===== config.mk =====
export PLATFORM = sky130hd
export DESIGN_NAME = fpcmp_flag_unit
export DESIGN_NICKNAME = d
export VERILOG_FILES = /design/src/rtl/fpcmp_pkg.sv /design/src/rtl/fpcmp_order.sv /design/src/rtl/fpcmp_cond_select.sv /design/src/rtl/fpcmp_flag_unit.sv
export SDC_FILE = /design/constraint.sdc
export NUM_CORES = 1
export LEC_CHECK = 0
export ABC_AREA = 1
export BUFFER_PORTS_ARGS = -buffer_cell sky130_fd_sc_hd__buf_4
export CORE_MARGIN = 8
export CORE_UTILIZATION = 39
export DETAILED_ROUTE_END_ITERATION = 7
export GPL_TIMING_DRIVEN = 0
export MAX_ROUTING_LAYER = met4
export PLACE_DENSITY = 0.71
export SYNTH_ARGS = -nofsm -noshare
export SYNTH_HDL_FRONTEND = slang
export SYNTH_SLANG_ARGS = --single-unit
export TNS_END_PERCENT = 5

===== constraint.sdc =====
create_clock -name clk -period 0.8 [get_ports clk]
set_input_delay 0.08 -clock clk [delete_from_list [all_inputs] [get_ports clk]]
set_output_delay 0.08 -clock clk [all_outputs]
set_load 0.01 [all_outputs]

===== src/rtl/fpcmp_pkg.sv =====
package fpcmp_pkg;
   localparam int unsigned COND_W = 3;
   localparam logic [COND_W-1:0] COND_LT = 3'd0;
   localparam logic [COND_W-1:0] COND_GT = 3'd1;
   localparam logic [COND_W-1:0] COND_EQ = 3'd2;
   localparam logic [COND_W-1:0] COND_LE = 3'd3;
   localparam logic [COND_W-1:0] COND_GE = 3'd4;
   localparam logic [COND_W-1:0] COND_NE = 3'd5;

   typedef struct packed {
      logic lt;
      logic eq;
      logic unord;
   } cmp_rel_t;
endpackage


===== src/rtl/fpcmp_order.sv =====
module fpcmp_order #(
   parameter int unsigned EXP_W = 8,
   parameter int unsigned MAN_W = 23,
   localparam int unsigned W = 1 + EXP_W + MAN_W
) (
   input  logic [W-1:0]         op_a,
   input  logic [W-1:0]         op_b,
   output fpcmp_pkg::cmp_rel_t  rel
);
   initial begin
      assert (EXP_W >= 2 && MAN_W >= 1)
         else $error("fpcmp_order: exponent or mantissa too narrow");
   end

   logic          sign_a, sign_b;
   logic [W-2:0]  mag_a, mag_b;
   logic          nan_a, nan_b, unord, both_zero, lt_raw;

   assign sign_a    = op_a[W-1];
   assign sign_b    = op_b[W-1];
   assign mag_a     = op_a[W-2:0];
   assign mag_b     = op_b[W-2:0];
   assign nan_a     = (&op_a[W-2:MAN_W]) && (|op_a[MAN_W-1:0]);
   assign nan_b     = (&op_b[W-2:MAN_W]) && (|op_b[MAN_W-1:0]);
   assign unord     = nan_a || nan_b;
   assign both_zero = (mag_a == '0) && (mag_b == '0);

   always_comb begin
      unique case ({sign_a, sign_b})
         2'b00:   lt_raw = mag_a < mag_b;
         2'b11:   lt_raw = mag_a > mag_b;
         2'b10:   lt_raw = !both_zero;
         default: lt_raw = 1'b0;
      endcase
   end

   assign rel.unord = unord;
   assign rel.eq    = !unord && ((op_a == op_b) || both_zero);
   assign rel.lt    = !unord && lt_raw;
endmodule


===== src/rtl/fpcmp_cond_select.sv =====
module fpcmp_cond_select
   import fpcmp_pkg::*;
(
   input  cmp_rel_t            rel,
   input  logic [COND_W-1:0]   cond,
   output logic                code_ok,
   output logic                result
);
   logic gt;
   assign gt = !rel.lt && !rel.eq && !rel.unord;

   always_comb begin
      code_ok = 1'b1;
      unique case (cond)
         COND_LT: result = rel.lt;
         COND_GT: result = gt;
         COND_EQ: result = rel.eq;
         COND_LE: result = rel.lt || rel.eq;
         COND_GE: result = gt || rel.eq;
         COND_NE: result = !rel.eq;
         default: begin
            result  = 1'b0;
            code_ok = 1'b0;
         end
      endcase
   end
endmodule


===== src/rtl/fpcmp_flag_unit.sv =====
module fpcmp_flag_unit
   import fpcmp_pkg::*;
#(
   parameter int unsigned WORD_W   = 32,
   parameter int unsigned SP_EXP_W = 8,
   parameter int unsigned SP_MAN_W = 23,
   parameter int unsigned DP_EXP_W = 11,
   parameter int unsigned DP_MAN_W = 52
) (
   input  logic                clk,
   input  logic                rst_n,
   input  logic                req_valid,
   input  logic [2:0]          cond_sel,
   input  logic                dbl_mode,
   input  logic [WORD_W-1:0]   a_even_word,
   input  logic [WORD_W-1:0]   a_odd_word,
   input  logic [WORD_W-1:0]   b_even_word,
   input  logic [WORD_W-1:0]   b_odd_word,
   output logic                flag_q,
   output logic                done_q
);
   localparam int unsigned SP_W = 1 + SP_EXP_W + SP_MAN_W;
   localparam int unsigned DP_W = 1 + DP_EXP_W + DP_MAN_W;
   localparam int unsigned N_OP = 2;

   initial begin
      assert (SP_W == WORD_W) else $error("single format must fill one word");
      assert (DP_W == 2 * WORD_W) else $error("double format must fill two words");
      assert (COND_W == 3) else $error("condition code width mismatch");
   end

   logic [WORD_W-1:0] even_w [N_OP];
   logic [WORD_W-1:0] odd_w  [N_OP];
   logic [SP_W-1:0]   sp_op  [N_OP];
   logic [DP_W-1:0]   dp_op  [N_OP];

   assign even_w[0] = a_even_word;
   assign even_w[1] = b_even_word;
   assign odd_w[0]  = a_odd_word;
   assign odd_w[1]  = b_odd_word;

   // Even register carries the upper half of a double operand.
   for (genvar i = 0; i < N_OP; i++) begin : g_join
      assign sp_op[i] = even_w[i];
      assign dp_op[i] = {even_w[i], odd_w[i]};
   end

   cmp_rel_t sp_rel, dp_rel, sel_rel;

   fpcmp_order #(.EXP_W(SP_EXP_W), .MAN_W(SP_MAN_W)) u_sp_order (
      .op_a (sp_op[0]),
      .op_b (sp_op[1]),
      .rel  (sp_rel)
   );

   fpcmp_order #(.EXP_W(DP_EXP_W), .MAN_W(DP_MAN_W)) u_dp_order (
      .op_a (dp_op[0]),
      .op_b (dp_op[1]),
      .rel  (dp_rel)
   );

   assign sel_rel = dbl_mode ? dp_rel : sp_rel;

   logic code_ok, result;

   fpcmp_cond_select u_select (
      .rel     (sel_rel),
      .cond    (cond_sel),
      .code_ok (code_ok),
      .result  (result)
   );

   always_ff @(posedge clk or negedge rst_n) begin
      if (!rst_n) begin
         flag_q <= 1'b0;
         done_q <= 1'b0;
      end else begin
         done_q <= req_valid;
         if (req_valid && code_ok) flag_q <= result;
      end
   end

   AST_DONE_AFTER_REQ: assert property (@(posedge clk) disable iff (!rst_n)
      req_valid |=> done_q);
   AST_DONE_IDLE_LOW: assert property (@(posedge clk) disable iff (!rst_n)
      !req_valid |=> !done_q);
   AST_FLAG_IDLE_HOLD: assert property (@(posedge clk) disable iff (!rst_n)
      !req_valid |=> $stable(flag_q));
   AST_RESERVED_HOLD: assert property (@(posedge clk) disable iff (!rst_n)
      (req_valid && cond_sel >= 3'd6) |=> $stable(flag_q));
   AST_UNORD_NE_SET: assert property (@(posedge clk) disable iff (!rst_n)
      (req_valid && sel_rel.unord && cond_sel == COND_NE) |=> flag_q);
   AST_UNORD_OTHERS_CLR: assert property (@(posedge clk) disable iff (!rst_n)
      (req_valid && sel_rel.unord && cond_sel < COND_NE) |=> !flag_q);
   AST_REL_EXCLUSIVE: assert property (@(posedge clk) disable iff (!rst_n)
      $onehot0({sel_rel.lt, sel_rel.eq, sel_rel.unord}));
endmodule


# Yosys cells after proc, flatten, opt, wreduce, memory -nomap -nowiden
# Cells that the tools add are included.
dict set report word_totals {
  mem_bits_rw 0
  n_memories 0
  romBits 0
  latch_bits 0
  out_inout_bits 2
  reg_bits 2
  elab_cells 61
}
dict set report op_classes {
  n_reduce_logical 41
  n_div 0
  order_cmp 4
  n_bitwise 0
  multipliers 0
  addsub 0
  n_eq_ne 9
  muxes 5
  shift 0
}
# cell count
set op_table {}
lappend op_table {{63-bit logical NOT} 2}
lappend op_table {{52-bit OR reduction} 2}
lappend op_table {{64-bit == test} 1}
lappend op_table {{63-bit > comparator} 1}
lappend op_table {{63-bit < comparator} 1}
lappend op_table {{31-bit logical NOT} 2}
lappend op_table {{23-bit OR reduction} 2}
lappend op_table {{32-bit == test} 1}
lappend op_table {{31-bit > comparator} 1}
lappend op_table {{31-bit < comparator} 1}
lappend op_table {{11-bit AND reduction} 2}
lappend op_table {{8-bit AND reduction} 2}
lappend op_table {{1-bit logical AND} 13}
lappend op_table {{1-bit logical NOT} 7}
lappend op_table {{3-bit by 2-bit == test with 1-bit output (second input constant)} 2}
lappend op_table {{3-bit == test (second input constant)} 2}
lappend op_table {{1-bit logical OR} 6}
lappend op_table {{1-bit one-hot mux with 3 select lines} 2}
lappend op_table {{1-bit one-hot mux with 6 select lines} 1}
lappend op_table {{6-bit OR reduction} 1}
lappend op_table {{2-bit == test (second input constant)} 2}
lappend op_table {{3-bit by 1-bit == test with 1-bit output (second input constant)} 1}
lappend op_table {{3-bit logical NOT} 1}
lappend op_table {{3-bit two-way mux} 1}
lappend op_table {{other kinds (2)} 2}

# Longest topological paths before layout
# Gate-level depths: netlist of run 1.
dict set report logic_depth {
  depth_word 11
  ltp_mapped 21
  ltp_nobuf 21
}

# Hierarchy
# A second synthesis of run 1 with hierarchy kept.
dict set report unflattened {
  hier_cells 697
  area_unflattened_um2 3938.8
}
# module seq_area_each_um2 n_inst area_each_um2 cells_per_inst
set modules_own_cells {}
lappend modules_own_cells {{fpcmp_order at u_dp_order} 0.0 1 2454.9 441}
lappend modules_own_cells {{fpcmp_order at u_sp_order} 0.0 1 1310.0 225}
lappend modules_own_cells {fpcmp_flag_unit 50.0 1 103.8 15}
lappend modules_own_cells {fpcmp_cond_select 0.0 1 70.1 16}

# Worst setup path after synthesis of run 1
# Ideal clock, no wire load.
dict set report synth_timing {
  path_kind {in2reg}
  start {input b_even_word[22]}
  end {register flag_q}
  path_stages 17
  slack_ns -0.894
  arrival_time_ns 1.572
  path_cell_list {inv_1 ha_1 nand2_2 nor2_2 nand2_1 nor2_4 nand2_2 nor3_2 nand2_1 nand3_1 nand3_2 nand2_2 nand2_2 nand2_1 nand2_1 nor2_1 a21oi_2}
}
dict set report synth_between {
  elab_chain_cells 11
  word_cells_on_any_way 37
  classes_between {order compare (4); eq/ne (2); mux (4); reduce/logical (27)}
}
# item line_no
set synth_lines {}
lappend synth_lines {{start: declaration} fpcmp_flag_unit.sv:17} ;# input logic [WORD_W-1:0] b_even_word,
lappend synth_lines {{branches (longest 5 deep; another with 63-bit > comparator)} --}
lappend synth_lines {{3-bit two-way mux (*)} fpcmp_flag_unit.sv:62} ;# assign sel_rel = dbl_mode ? dp_rel : sp_rel;
lappend synth_lines {{1-bit logical NOT (on tied branches)} {fpcmp_cond_select.sv:10, fpcmp_cond_select.sv:20}}
lappend synth_lines {{1-bit logical AND (2 in series)} fpcmp_cond_select.sv:10} ;# assign gt = !rel.lt && !rel.eq && !rel.unord;
lappend synth_lines {{1-bit logical OR} fpcmp_cond_select.sv:19} ;# COND_GE: result = gt || rel.eq;
lappend synth_lines {{1-bit one-hot mux with 6 select lines (*)} fpcmp_cond_select.sv:14} ;# unique case (cond)
lappend synth_lines {{end signal: assignment} fpcmp_flag_unit.sv:79} ;# if (req_valid && code_ok) flag_q <= result;
lappend synth_lines {{end: declaration} fpcmp_flag_unit.sv:19} ;# output logic flag_q,
# Mark *: on every way between the ends.
# A chain may end at the register's enable or synchronous reset.

# Worst setup path in the final report of run 1
dict set report layout_timing {
  start {input b_even_word[28]}
  end {register flag_q}
}
dict set report layout_between {
  elab_chain_cells 11
  word_cells_on_any_way 37
  classes_between {order compare (4); eq/ne (2); mux (4); reduce/logical (27)}
}
# item line_no
set layout_lines {}
lappend layout_lines {{branches (longest 5 deep; another with 63-bit > comparator)} --}
lappend layout_lines {{3-bit two-way mux (*)} fpcmp_flag_unit.sv:62}
lappend layout_lines {{1-bit logical NOT (on tied branches)} {fpcmp_cond_select.sv:10, fpcmp_cond_select.sv:20}}
lappend layout_lines {{1-bit logical AND (2 in series)} fpcmp_cond_select.sv:10}
lappend layout_lines {{1-bit logical OR} fpcmp_cond_select.sv:19}
lappend layout_lines {{1-bit one-hot mux with 6 select lines (*)} fpcmp_cond_select.sv:14}
# Marked as above.

==> impl_results.rst, run 1 <==
.. list-table::
   :header-rows: 1

   * - Metric
     - Value
   * - Antenna violations before repair
     - 0
   * - Max VDD drop
     - 0.000329 V
   * - Status
     - finished with violations
   * - Kind of critical path
     - input port to flop
   * - Internal reg-to-reg setup slack
     - 110 ps
   * - Starting density of the core
     - 39.9%
   * - Post-synthesis instance total
     - 578
   * - Most numerous cell on the critical path
     - sky130_fd_sc_hd__nor2_4
   * - Number of synthesized flops with an enable pin
     - 0
   * - Final setup margin
     - -1010 ps
   * - Hold slack final
     - 161 ps
   * - Clock-pin slew of the registers on the worst-case setup and hold paths
     - 30 ps
   * - Die height
     - 105 µm
   * - Leakage power figure
     - 0.00256 µW
   * - Total length of routed wires
     - 11800 µm
   * - Met1 Use GR
     - 22.2%
   * - HP Start
     - req_valid
   * - Number of maximum-capacitance violations
     - 0
   * - Number of standard cells in the final layout excluding fillers
     - 828
   * - Top cell family by delay on the critical path
     - simple AND/OR/NAND/NOR gates
   * - Pin count of the biggest net entering global routing
     - 6
   * - Worst-path fanout max
     - 3
   * - Cell total after placement
     - 816
   * - Routed wire per std cell
     - 14.2 µm
   * - Kind of path behind the tightest hold check
     - input port to flop
   * - Nets
     - 931
   * - Most frequent cells in the layout
     - sky130_fd_sc_hd__buf_4, sky130_fd_sc_hd__nand2_1, sky130_fd_sc_hd__nor2_1
   * - Core region area
     - 7690 µm²
   * - Internal
     - 1710 µW
   * - Number of vias per cell
     - 4.95
   * - Mapped Avg Cell Area
     - 5.31 µm²
   * - Number of global-route vias before repair
     - 4309
   * - Length of the first detailed-routing pass in iterations
     - 4
   * - Peak clock frequency supported by timing
     - 0.552 GHz
   * - Cell type with the highest aggregate area in the netlist
     - sky130_fd_sc_hd__ha_1
   * - Remaining design rule violation count
     - 0
   * - Clock tree buffer depth
     - 2
   * - GRT Resource Usage Total
     - 20.6%
   * - Max-slew headroom at the worst pin
     - 84.5%
   * - Net switching share of the total power
     - 44.6%
   * - Final Hold Viols
     - 0
   * - Length in cells of the worst reg-to-reg path
     - 2
   * - Final antenna-violating net count
     - 0
   * - Via count
     - 4102
   * - DRC marker count from the first detailed-route iteration
     - 145
   * - Register area share after synthesis
     - 1.63%
   * - Post-synthesis register bit count
     - 2
   * - Min cycle time layout
     - 1810 ps
   * - Netlist area before placement
     - 3070 µm²
   * - Period Utilization, post-route
     - 227%
   * - Power per Cell Area
     - 617 nW/µm²
   * - Finish-stage setup viols
     - 1
   * - CTS tree
     - yes
   * - Crit end category
     - flop
   * - Layout cells sized above 1
     - 34.7%
   * - Die Footprint
     - 11000 µm²
   * - Total cell area at the placement stage
     - 4400 µm²
   * - Fin Clk Skew
     - 0 ps
   * - FF-to-FF End
     - flag_q
   * - Final Max Slew Viols
     - 0
   * - Sink of the worst hold path
     - flag_q
   * - Net count of the mapped netlist
     - 781
   * - Met3 demand-to-capacity share in global routing
     - 1.47%
   * - Area of all placed cells without fillers
     - 5000 µm²
   * - Required time at the endpoint of the critical path
     - 940 ps
   * - Violations in the final reports
     - setup timing
   * - Wire length of the first global-routing pass
     - 18900 µm
   * - Worst endpoint data arrival time
     - 1950 ps
   * - Most common cell after layout, fill and taps aside
     - sky130_fd_sc_hd__buf_4
   * - Row cnt
     - 32
   * - Max stage delay on crit path
     - 280 ps
   * - Yosys warns
     - 0
   * - Top Usage Layer GRT
     - met2
   * - I/O pin count
     - 137
   * - CP Launch Type
     - input port
   * - Transition time of the tightest slew-check pin
     - 232 ps
   * - Async set or reset register ratio after synthesis
     - 100%
   * - Clock insertion delay at the later pin of the skew report
     - 210 ps
   * - Switching power summed over all nets
     - 1380 µW
   * - List of cells traversed by the critical path
     - buf_8, inv_4, ha_4, nand2_4, nor2_4, nand3_2, nor2_4, nand2_4, nor2_4, nor2_2, buf_4, nand3_2, nand3_2, nand2_2, nand3_1, nor2_1, nor2_4, a21oi_2
   * - Distinct cell type count of the synthesized netlist
     - 26
   * - Die boundary width
     - 105 µm
   * - Fraction of synthesized cell area taken by the top area cell type
     - 27.7%
   * - Combinational cell fraction of total power
     - 82.9%
   * - Fill cells
     - 769
   * - Port Buffers
     - 136
   * - GR met2 Demand/Resource
     - 40.7%
   * - Final global-route overflow total
     - 0
   * - Num CTS Buffers
     - 3
   * - Number of diodes
     - 0
   * - Clk network pwr share
     - 13.2%
   * - Root Driver
     - sky130_fd_sc_hd__clkbuf_8
   * - Hold Path Depth
     - 3
   * - Total negative slack for setup checks
     - -1010 ps
   * - Setup repair after global routing missed its margin
     - yes
   * - DP Wirelength
     - 9890 µm
   * - Main flop type after synthesis
     - sky130_fd_sc_hd__dfrtp_1
   * - Combined buffer and inverter count along the critical path
     - 3
   * - Clock sink count
     - 2
   * - Biggest area contributors in the synthesized netlist
     - sky130_fd_sc_hd__ha_1, sky130_fd_sc_hd__nand2_1, sky130_fd_sc_hd__nor2_1
   * - H-tree Lvls
     - 1
   * - Gp weighted congestion
     - 0.960
   * - Part of the total power dissipated in sequential elements
     - 3.9%
   * - FF-to-FF Start
     - flag_q
   * - Cell with the largest stage delay on the worst path
     - sky130_fd_sc_hd__ha_4
   * - Synthesis-to-finish area growth
     - 62.9%
==> synth_stat cells (2+ instances only) <==
cell	count
sky130_fd_sc_hd__dfrtp_1	2
sky130_fd_sc_hd__nor4_1	2
sky130_fd_sc_hd__inv_1	110
sky130_fd_sc_hd__nand2_2	6
sky130_fd_sc_hd__nand3_1	34
sky130_fd_sc_hd__nand3_2	2
sky130_fd_sc_hd__nand2_1	151
sky130_fd_sc_hd__a21o_1	4
sky130_fd_sc_hd__o21ai_1	4
sky130_fd_sc_hd__nor3_1	4
sky130_fd_sc_hd__nand4_1	31
sky130_fd_sc_hd__nor2_4	2
sky130_fd_sc_hd__o21ai_0	5
sky130_fd_sc_hd__nand3b_1	2
sky130_fd_sc_hd__a21oi_1	24
sky130_fd_sc_hd__nor2_1	118
sky130_fd_sc_hd__ha_1	68
==> tightest hold or removal path, cell delays in order <==
cell and delay, ps:
sky130_fd_sc_hd__buf_4 90, sky130_fd_sc_hd__a21oi_1 70, sky130_fd_sc_hd__a21oi_2 90
==> what timing repair did <==
action / in CTS / in global routing
setup endpoints to repair: 2 / 2
cloned: 0 / 0
gates resized for setup: 48 / 43
buffers inserted: 2 / 5
hold buffers: 2 / 0
pin swaps: 20 / 33
endpoints found under the hold margin: 3 / 0
==> through the flow <==
stage / worst slack, ps / total power [µW] / util, %
4_1_cts: -914 / 2880 / 62.3
5_1_grt: -1140 / 3380 / 65.0
6_report: -1010 / 3080 / 65.0
2_1_floorplan: -857 / 1280 / -
3_3_place_gp: -1260 / 2190 / 57.2
3_5_place_dp: -1320 / 2220 / 57.2
==> cell type report <==
cell class,instances,area [µm²],share of cell area (%)
Clock buffer,3,41.3,0.826
Multi-Input combinational cell,464,3220,64.5
Sequential cell,2,50.0,1.00
Inverter,112,430,8.61
Tap cell,102,128,2.55
Timing Repair Buffer,145,1130,22.6
==> state kept, by name, indices dropped and copies added, names as in the netlist <==
register and cells:
done_q 1, flag_q 1
==> logic make-up after synthesis <==
group / share of synthesized area [%]
AND/OR/NAND/NOR: 50.3
buffers and inverters: 13.7
flip-flops: 1.63
AO/OA/AOI/OAI: 6.65
adder cells (fa/ha/maj): 27.7
==> layer usage <==
| layer | part of all wire (%) | vias up | wire, µm |
|---|---|---|---|
| met4 | 0.71 | 0 | 83 |
| met3 | 3.8 | 9 | 443 |
| met1 | 42 | 1849 | 4890 |
| met2 | 54 | 104 | 6340 |
| li1 | - | 2140 | - |
| met5 | 0 | - | 0 |
==> power groups by stage <==
stage          clock network (µW)  registers, µW  logic (µW)
2_1_floorplan                   0            124        1150
3_3_place_gp                    0            119        2070
3_5_place_dp                    0            119        2100
4_1_cts                       414            120        2350
5_1_grt                       430            120        2830
6_report                      407            119        2560
==> how the worst max path moves through the flow <==
stage                     from     end  slack [ps]  cells past startpoint
2_1_floorplan  b_even_word[26]  flag_q        -860                     17
3_3_place_gp   b_even_word[26]  flag_q       -1260                     17
3_5_place_dp   b_even_word[26]  flag_q       -1320                     17
4_1_cts        b_even_word[30]  flag_q        -910                     19
5_1_grt          b_odd_word[6]  flag_q       -1140                     21
6_report       b_even_word[28]  flag_q       -1010                     18
Note: power is estimated with default switching activity, not from simulation.
==> run 2, diff against run 1 <==
Settings changed: BUFFER_PORTS_ARGS -buffer_cell sky130_fd_sc_hd__buf_4 to -buffer_cell sky130_fd_sc_hd__buf_2, CORE_MARGIN 8 to 2.
==> impl_results.rst, run 2 (synthesis gave the netlist of run 1 again) <==
.. list-table::
   :header-rows: 1

   * - Metric
     - Value
   * - Gp weighted congestion
     - 0.941
   * - I/O pin count
     - 137
   * - Switching power summed over all nets
     - 1310 µW
   * - Max-slew headroom at the worst pin
     - 84.4%
   * - DRC marker count from the first detailed-route iteration
     - 112
   * - Max stage delay on crit path
     - 280 ps
   * - Number of global-route vias before repair
     - 3963
   * - CTS tree
     - yes
   * - Port Buffers
     - 136
   * - Row cnt
     - 32
   * - Worst-path fanout max
     - 3
   * - Antenna violations before repair
     - 0
   * - Length of the first detailed-routing pass in iterations
     - 4
   * - Starting density of the core
     - 39.9%
   * - Nets
     - 926
   * - Core region area
     - 7690 µm²
   * - Die Footprint
     - 8600 µm²
   * - Min cycle time layout
     - 1730 ps
   * - Final antenna-violating net count
     - 0
   * - Pre-CTS worst setup slack
     - -1240 ps
   * - Final core area utilization
     - 59.0%
   * - Combinational cell fraction of total power
     - 81.3%
   * - Crit end category
     - flop
   * - Number of standard cells in the final layout excluding fillers
     - 823
   * - Clock-pin slew of the registers on the worst-case setup and hold paths
     - 30 ps
   * - Final global-route overflow total
     - 0
   * - Net switching share of the total power
     - 47.3%
   * - DP Wirelength
     - 8660 µm
   * - Period Utilization, post-route
     - 216%
   * - Root Driver
     - sky130_fd_sc_hd__clkbuf_8
   * - Final Hold Viols
     - 0
   * - Clk network pwr share
     - 14.4%
   * - Kind of critical path
     - input port to flop
   * - Most frequent cells in the layout
     - sky130_fd_sc_hd__nand2_1, sky130_fd_sc_hd__buf_2, sky130_fd_sc_hd__nor2_1
   * - Max VDD drop
     - 0.000390 V
   * - CP startpoint
     - b_odd_word[12]
   * - Area occupied by multi-input gates
     - 3170 µm²
   * - Power per Cell Area
     - 610 nW/µm²
   * - Top Registers
     - done_q (1), flag_q (1)
   * - Required time at the endpoint of the critical path
     - 890 ps
   * - Fill cells
     - 782
   * - Cell with the largest stage delay on the worst path
     - sky130_fd_sc_hd__ha_4
   * - GRT Resource Usage Total
     - 23.3%
   * - Cell total after placement
     - 816
   * - Worst endpoint data arrival time
     - 1820 ps
   * - Most common cell after layout, fill and taps aside
     - sky130_fd_sc_hd__nand2_1
   * - Die height
     - 92.7 µm
   * - Clock tree buffer depth
     - 2
   * - Number of diodes
     - 0
   * - Setup repair after global routing missed its margin
     - yes
   * - Num CTS Buffers
     - 3
   * - H-tree Lvls
     - 1
   * - Hold slack final
     - 175 ps
   * - Top cell family by delay on the critical path
     - simple AND/OR/NAND/NOR gates
   * - Kind of path behind the tightest hold check
     - input port to flop
   * - Transition time of the tightest slew-check pin
     - 232 ps
   * - FF-to-FF Start
     - flag_q
   * - Combined buffer and inverter count along the critical path
     - 2
   * - Die boundary width
     - 92.7 µm
   * - Clock insertion delay at the later pin of the skew report
     - 210 ps
   * - Part of the total power dissipated in sequential elements
     - 4.2%
   * - Leakage power figure
     - 0.00240 µW
   * - Total length of routed wires
     - 10200 µm
   * - Layout cells sized above 1
     - 32.0%
   * - Clock sink count
     - 2
   * - List of cells traversed by the critical path
     - buf_2, inv_1, ha_4, nand2_1, nor2_1, and3_1, nand2_1, nand2_1, nand2_1, nand2_1, nand2_1, nand3_1, nand3_2, nand2_2, nand2_2, nand2_1, nand2_1, nor2_2, a21oi_2
   * - Peak clock frequency supported by timing
     - 0.579 GHz
   * - Sequential cell area in the final layout
     - 50.0 µm²
   * - Fin Clk Skew
     - 0 ps
   * - Violations in the final reports
     - setup timing
   * - Pin count of the biggest net entering global routing
     - 6
   * - Final Max Slew Viols
     - 0
   * - Status
     - finished with violations
   * - Number of maximum-capacitance violations
     - 0
   * - CP Launch Type
     - input port
   * - Number of vias per cell
     - 4.89
   * - Routed wire per std cell
     - 12.4 µm
   * - Remaining design rule violation count
     - 0
   * - HP Start
     - req_valid
   * - Wire length of the first global-routing pass
     - 16400 µm
   * - Final setup margin
     - -927 ps
   * - Most numerous cell on the critical path
     - sky130_fd_sc_hd__nand2_1
   * - Via count
     - 4021
   * - Synthesis-to-finish area growth
     - 47.7%
   * - Finish-stage setup viols
     - 1
   * - Internal
     - 1460 µW
## run 2: final timing paths
kind                       endpoint  slack (ps)  cells past startpoint
setup / recovery             flag_q        -930                     19
hold reg to reg              flag_q         520                      2
max in group asynchronous    flag_q         520                      2
setup reg to reg             flag_q         130                      2
min in group asynchronous    done_q         190                      2
hold / removal               flag_q         170                      3
## run 2: through the flow
stage	setup TNS, ps	power, µW	instance area (µm²)
6_report	-927	2770	4530
5_1_grt	-1130	3080	4530
4_1_cts	-903	2670	4410
3_5_place_dp	-1240	2030	4060
3_3_place_gp	-1230	2000	4060
2_1_floorplan	-857	1280	3250
## run 2: worst register-to-register path, cell delays in order (launching register included)
cell and delay, ps:
sky130_fd_sc_hd__dfrtp_1 360, sky130_fd_sc_hd__a21oi_1 150, sky130_fd_sc_hd__a21oi_2 40
## run 2: area by class of cell
class	count	area share, %
Multi-Input combinational cell	464	69.9
Sequential cell	2	1.10
Inverter	112	9.27
Timing Repair Buffer	140	16.0
Tap cell	102	2.81
Clock buffer	3	0.911
## run 2: routing by layer
metal  track usage, %  part of all wire (%)
met1             26.3                    43
met2             45.9                    52
met3             1.14                   4.1
met4             3.92                   1.3
met5                -                     0
## run 2: timing repair
item                                    4_1_cts  5_1_grt
gates resized for setup                      48       13
endpoints found under the setup margin        1        2
setup buffers                                 2        0
pin swaps                                    19       11
endpoints found under the hold margin         2        1
hold buffers                                  1        1
## run 2: power groups by stage
stage / sequential (µW) / combinational, µW / clock, µW
after global placement: 118 / 1880 / 0
final: 118 / 2250 / 399
after floorplan: 124 / 1150 / 0
after CTS: 118 / 2140 / 408
after detailed placement: 118 / 1910 / 0
after global routing: 119 / 2540 / 423
==> run 3, diff against run 2 <==
Settings changed: BUFFER_PORTS_ARGS -buffer_cell sky130_fd_sc_hd__buf_2 to default, CTS_CLUSTER_DIAMETER from default to 120, DONT_BUFFER_PORTS from default to 1, PLACE_DENSITY 0.71 to default, RECOVER_POWER from default to 50.
==> impl_results.rst, run 3 (synthesis gave the netlist of run 1 again) <==
.. list-table::
   :header-rows: 1

   * - Metric
     - Value
   * - Status
     - finished with violations
   * - Violations in the final reports
     - setup timing
   * - Worst endpoint data arrival time
     - 1750 ps
   * - Fill cells
     - 806
   * - Final core area utilization
     - 50.5%
   * - Min cycle time layout
     - 1660 ps
   * - Internal
     - 1230 µW
   * - Die Footprint
     - 8600 µm²
   * - CP startpoint
     - b_even_word[28]
   * - Clk network pwr share
     - 17.1%
   * - Layout cells sized above 1
     - 16.6%
   * - Setup repair after global routing missed its margin
     - yes
   * - Num CTS Buffers
     - 3
   * - Cell total after placement
     - 680
   * - CP Launch Type
     - input port
   * - Antenna violations before repair
     - 0
   * - Worst-path fanout max
     - 3
   * - Sequential cell area in the final layout
     - 50.0 µm²
   * - Area occupied by multi-input gates
     - 3150 µm²
   * - Number of global-route vias before repair
     - 3582
   * - Core region area
     - 7690 µm²
   * - GRT Resource Usage Total
     - 21.4%
   * - Kind of path behind the tightest hold check
     - input port to flop
   * - Via count
     - 3508
   * - Final antenna-violating net count
     - 0
   * - Length of the first detailed-routing pass in iterations
     - 4
   * - Root Driver
     - sky130_fd_sc_hd__clkbuf_8
   * - Routed wire per std cell
     - 13.3 µm
   * - Synthesis-to-finish area growth
     - 26.4%
   * - Power per Cell Area
     - 589 nW/µm²
   * - Nets
     - 795
   * - Number of standard cells in the final layout excluding fillers
     - 692
   * - Final setup margin
     - -860 ps
   * - Max-slew headroom at the worst pin
     - 85.4%
   * - Finish-stage setup viols
     - 1
   * - Final global-route overflow total
     - 0
   * - Total length of routed wires
     - 9210 µm
   * - Number of maximum-capacitance violations
     - 0
   * - Transition time of the tightest slew-check pin
     - 216 ps
   * - Max VDD drop
     - 0.000298 V
   * - Port Buffers
     - 0
   * - Top Registers
     - done_q (1), flag_q (1)
   * - Clock tree buffer depth
     - 2
   * - H-tree Lvls
     - 1
   * - Remaining design rule violation count
     - 0
   * - CTS tree
     - yes
   * - HP Start
     - req_valid
   * - Final Max Slew Viols
     - 0
   * - Most frequent cells in the layout
     - sky130_fd_sc_hd__nand2_1, sky130_fd_sc_hd__nor2_1, sky130_fd_sc_hd__inv_1
   * - Clock sink count
     - 2
   * - Starting density of the core
     - 39.9%
   * - Fin Clk Skew
     - 0 ps
   * - Clock-pin slew of the registers on the worst-case setup and hold paths
     - 30 ps
   * - Part of the total power dissipated in sequential elements
     - 5.5%
   * - Pin count of the biggest net entering global routing
     - 6
   * - Kind of critical path
     - input port to flop
   * - Switching power summed over all nets
     - 1060 µW
   * - Period Utilization, post-route
     - 207%
   * - Number of vias per cell
     - 5.07
   * - Leakage power figure
     - 0.00188 µW
   * - Number of diodes
     - 0
   * - Row cnt
     - 32
   * - Crit end category
     - flop
   * - I/O pin count
     - 137
   * - Combinational cell fraction of total power
     - 77.4%
   * - Required time at the endpoint of the critical path
     - 890 ps
   * - Die boundary width
     - 92.7 µm
   * - FF-to-FF Start
     - flag_q
   * - Most common cell after layout, fill and taps aside
     - sky130_fd_sc_hd__nand2_1
   * - DRC marker count from the first detailed-route iteration
     - 78
   * - Wire length of the first global-routing pass
     - 14900 µm
   * - Final total power
     - 2290 µW
   * - Peak clock frequency supported by timing
     - 0.602 GHz
   * - DP Wirelength
     - 8000 µm
   * - Net switching share of the total power
     - 46.4%
   * - Clock insertion delay at the later pin of the skew report
     - 210 ps
   * - Die height
     - 92.7 µm
   * - Gp weighted congestion
     - 0.948
   * - Final Hold Viols
     - 0
[run 3: cell types whose count changed in the layout (fill, tap and decap cells not counted), sizes merged]
cell and change:
buf -131, clkinvlp +1, inv -1
[run 3: area by class of cell]
class,instances,area share (%)
timing repair buffer,9,1.87
clock buffer,3,1.06
sequential,2,1.29
tap,102,3.29
inverter,112,11.2
multi-input combinational,464,81.3
[run 3: timing repair]
action / CTS / global route
pin swaps: 19 / 27
hold buffers: 2 / 0
buffers inserted: 3 / 4
endpoints found under the hold margin: 3 / 0
gates resized for setup: 29 / 34
endpoints found under the setup margin: 1 / 1
[run 3: metal layers]
| layer | routed length, µm | global-route usage (%) | up-vias |
|---|---|---|---|
| li1 | - | - | 1872 |
| met1 | 3890 | 24.6 | 1519 |
| met2 | 4700 | 40.1 | 105 |
| met3 | 483 | 2.12 | 12 |
| met4 | 142 | 5.02 | 0 |
| met5 | 0 | - | - |
[run 3: worst max-delay path, stage by stage]
cell,delay [ps]
sky130_fd_sc_hd__inv_8,10
sky130_fd_sc_hd__ha_4,280
sky130_fd_sc_hd__nand2_4,60
sky130_fd_sc_hd__nor2_4,160
sky130_fd_sc_hd__nand3_4,100
sky130_fd_sc_hd__nor2_4,130
sky130_fd_sc_hd__nand2_2,70
sky130_fd_sc_hd__nor3_2,190
sky130_fd_sc_hd__nand2_2,80
sky130_fd_sc_hd__nand3_2,60
sky130_fd_sc_hd__nand3_2,80
sky130_fd_sc_hd__nand2_2,90
sky130_fd_sc_hd__nand2_2,60
sky130_fd_sc_hd__nand2_1,60
sky130_fd_sc_hd__nand2_1,60
sky130_fd_sc_hd__nor2_2,110
sky130_fd_sc_hd__a21oi_2,60
[run 3: worst paths after layout]
kind,endpoint,slack [ps],cells past startpoint
min reg2reg,flag_q,590,2
max reg2reg,flag_q,70,2
min,flag_q,60,2
min in group asynchronous,flag_q,110,1
max,flag_q,-860,17
max in group asynchronous,done_q,560,1
[run 3: power groups by stage]
stage               Clock, µW  Sequential [µW]  Combinational [µW]
global route              414              128                2020
global placement            0              126                1440
finish                    391              125                1770
detailed placement          0              127                1450
CTS                       392              126                1620
floorplan                   0              124                1150
[run 3: stage by stage]
step	hold slack [ps]	area, µm²	TNS (ps)	setup slack, ps
6_report	64.0	3880	-860	-860
3_3_place_gp	-216	3380	-1180	-1180
3_5_place_dp	-216	3380	-1170	-1170
5_1_grt	99.9	3880	-1030	-1030
2_1_floorplan	-216	3250	-857	-857
4_1_cts	67.9	3690	-831	-831
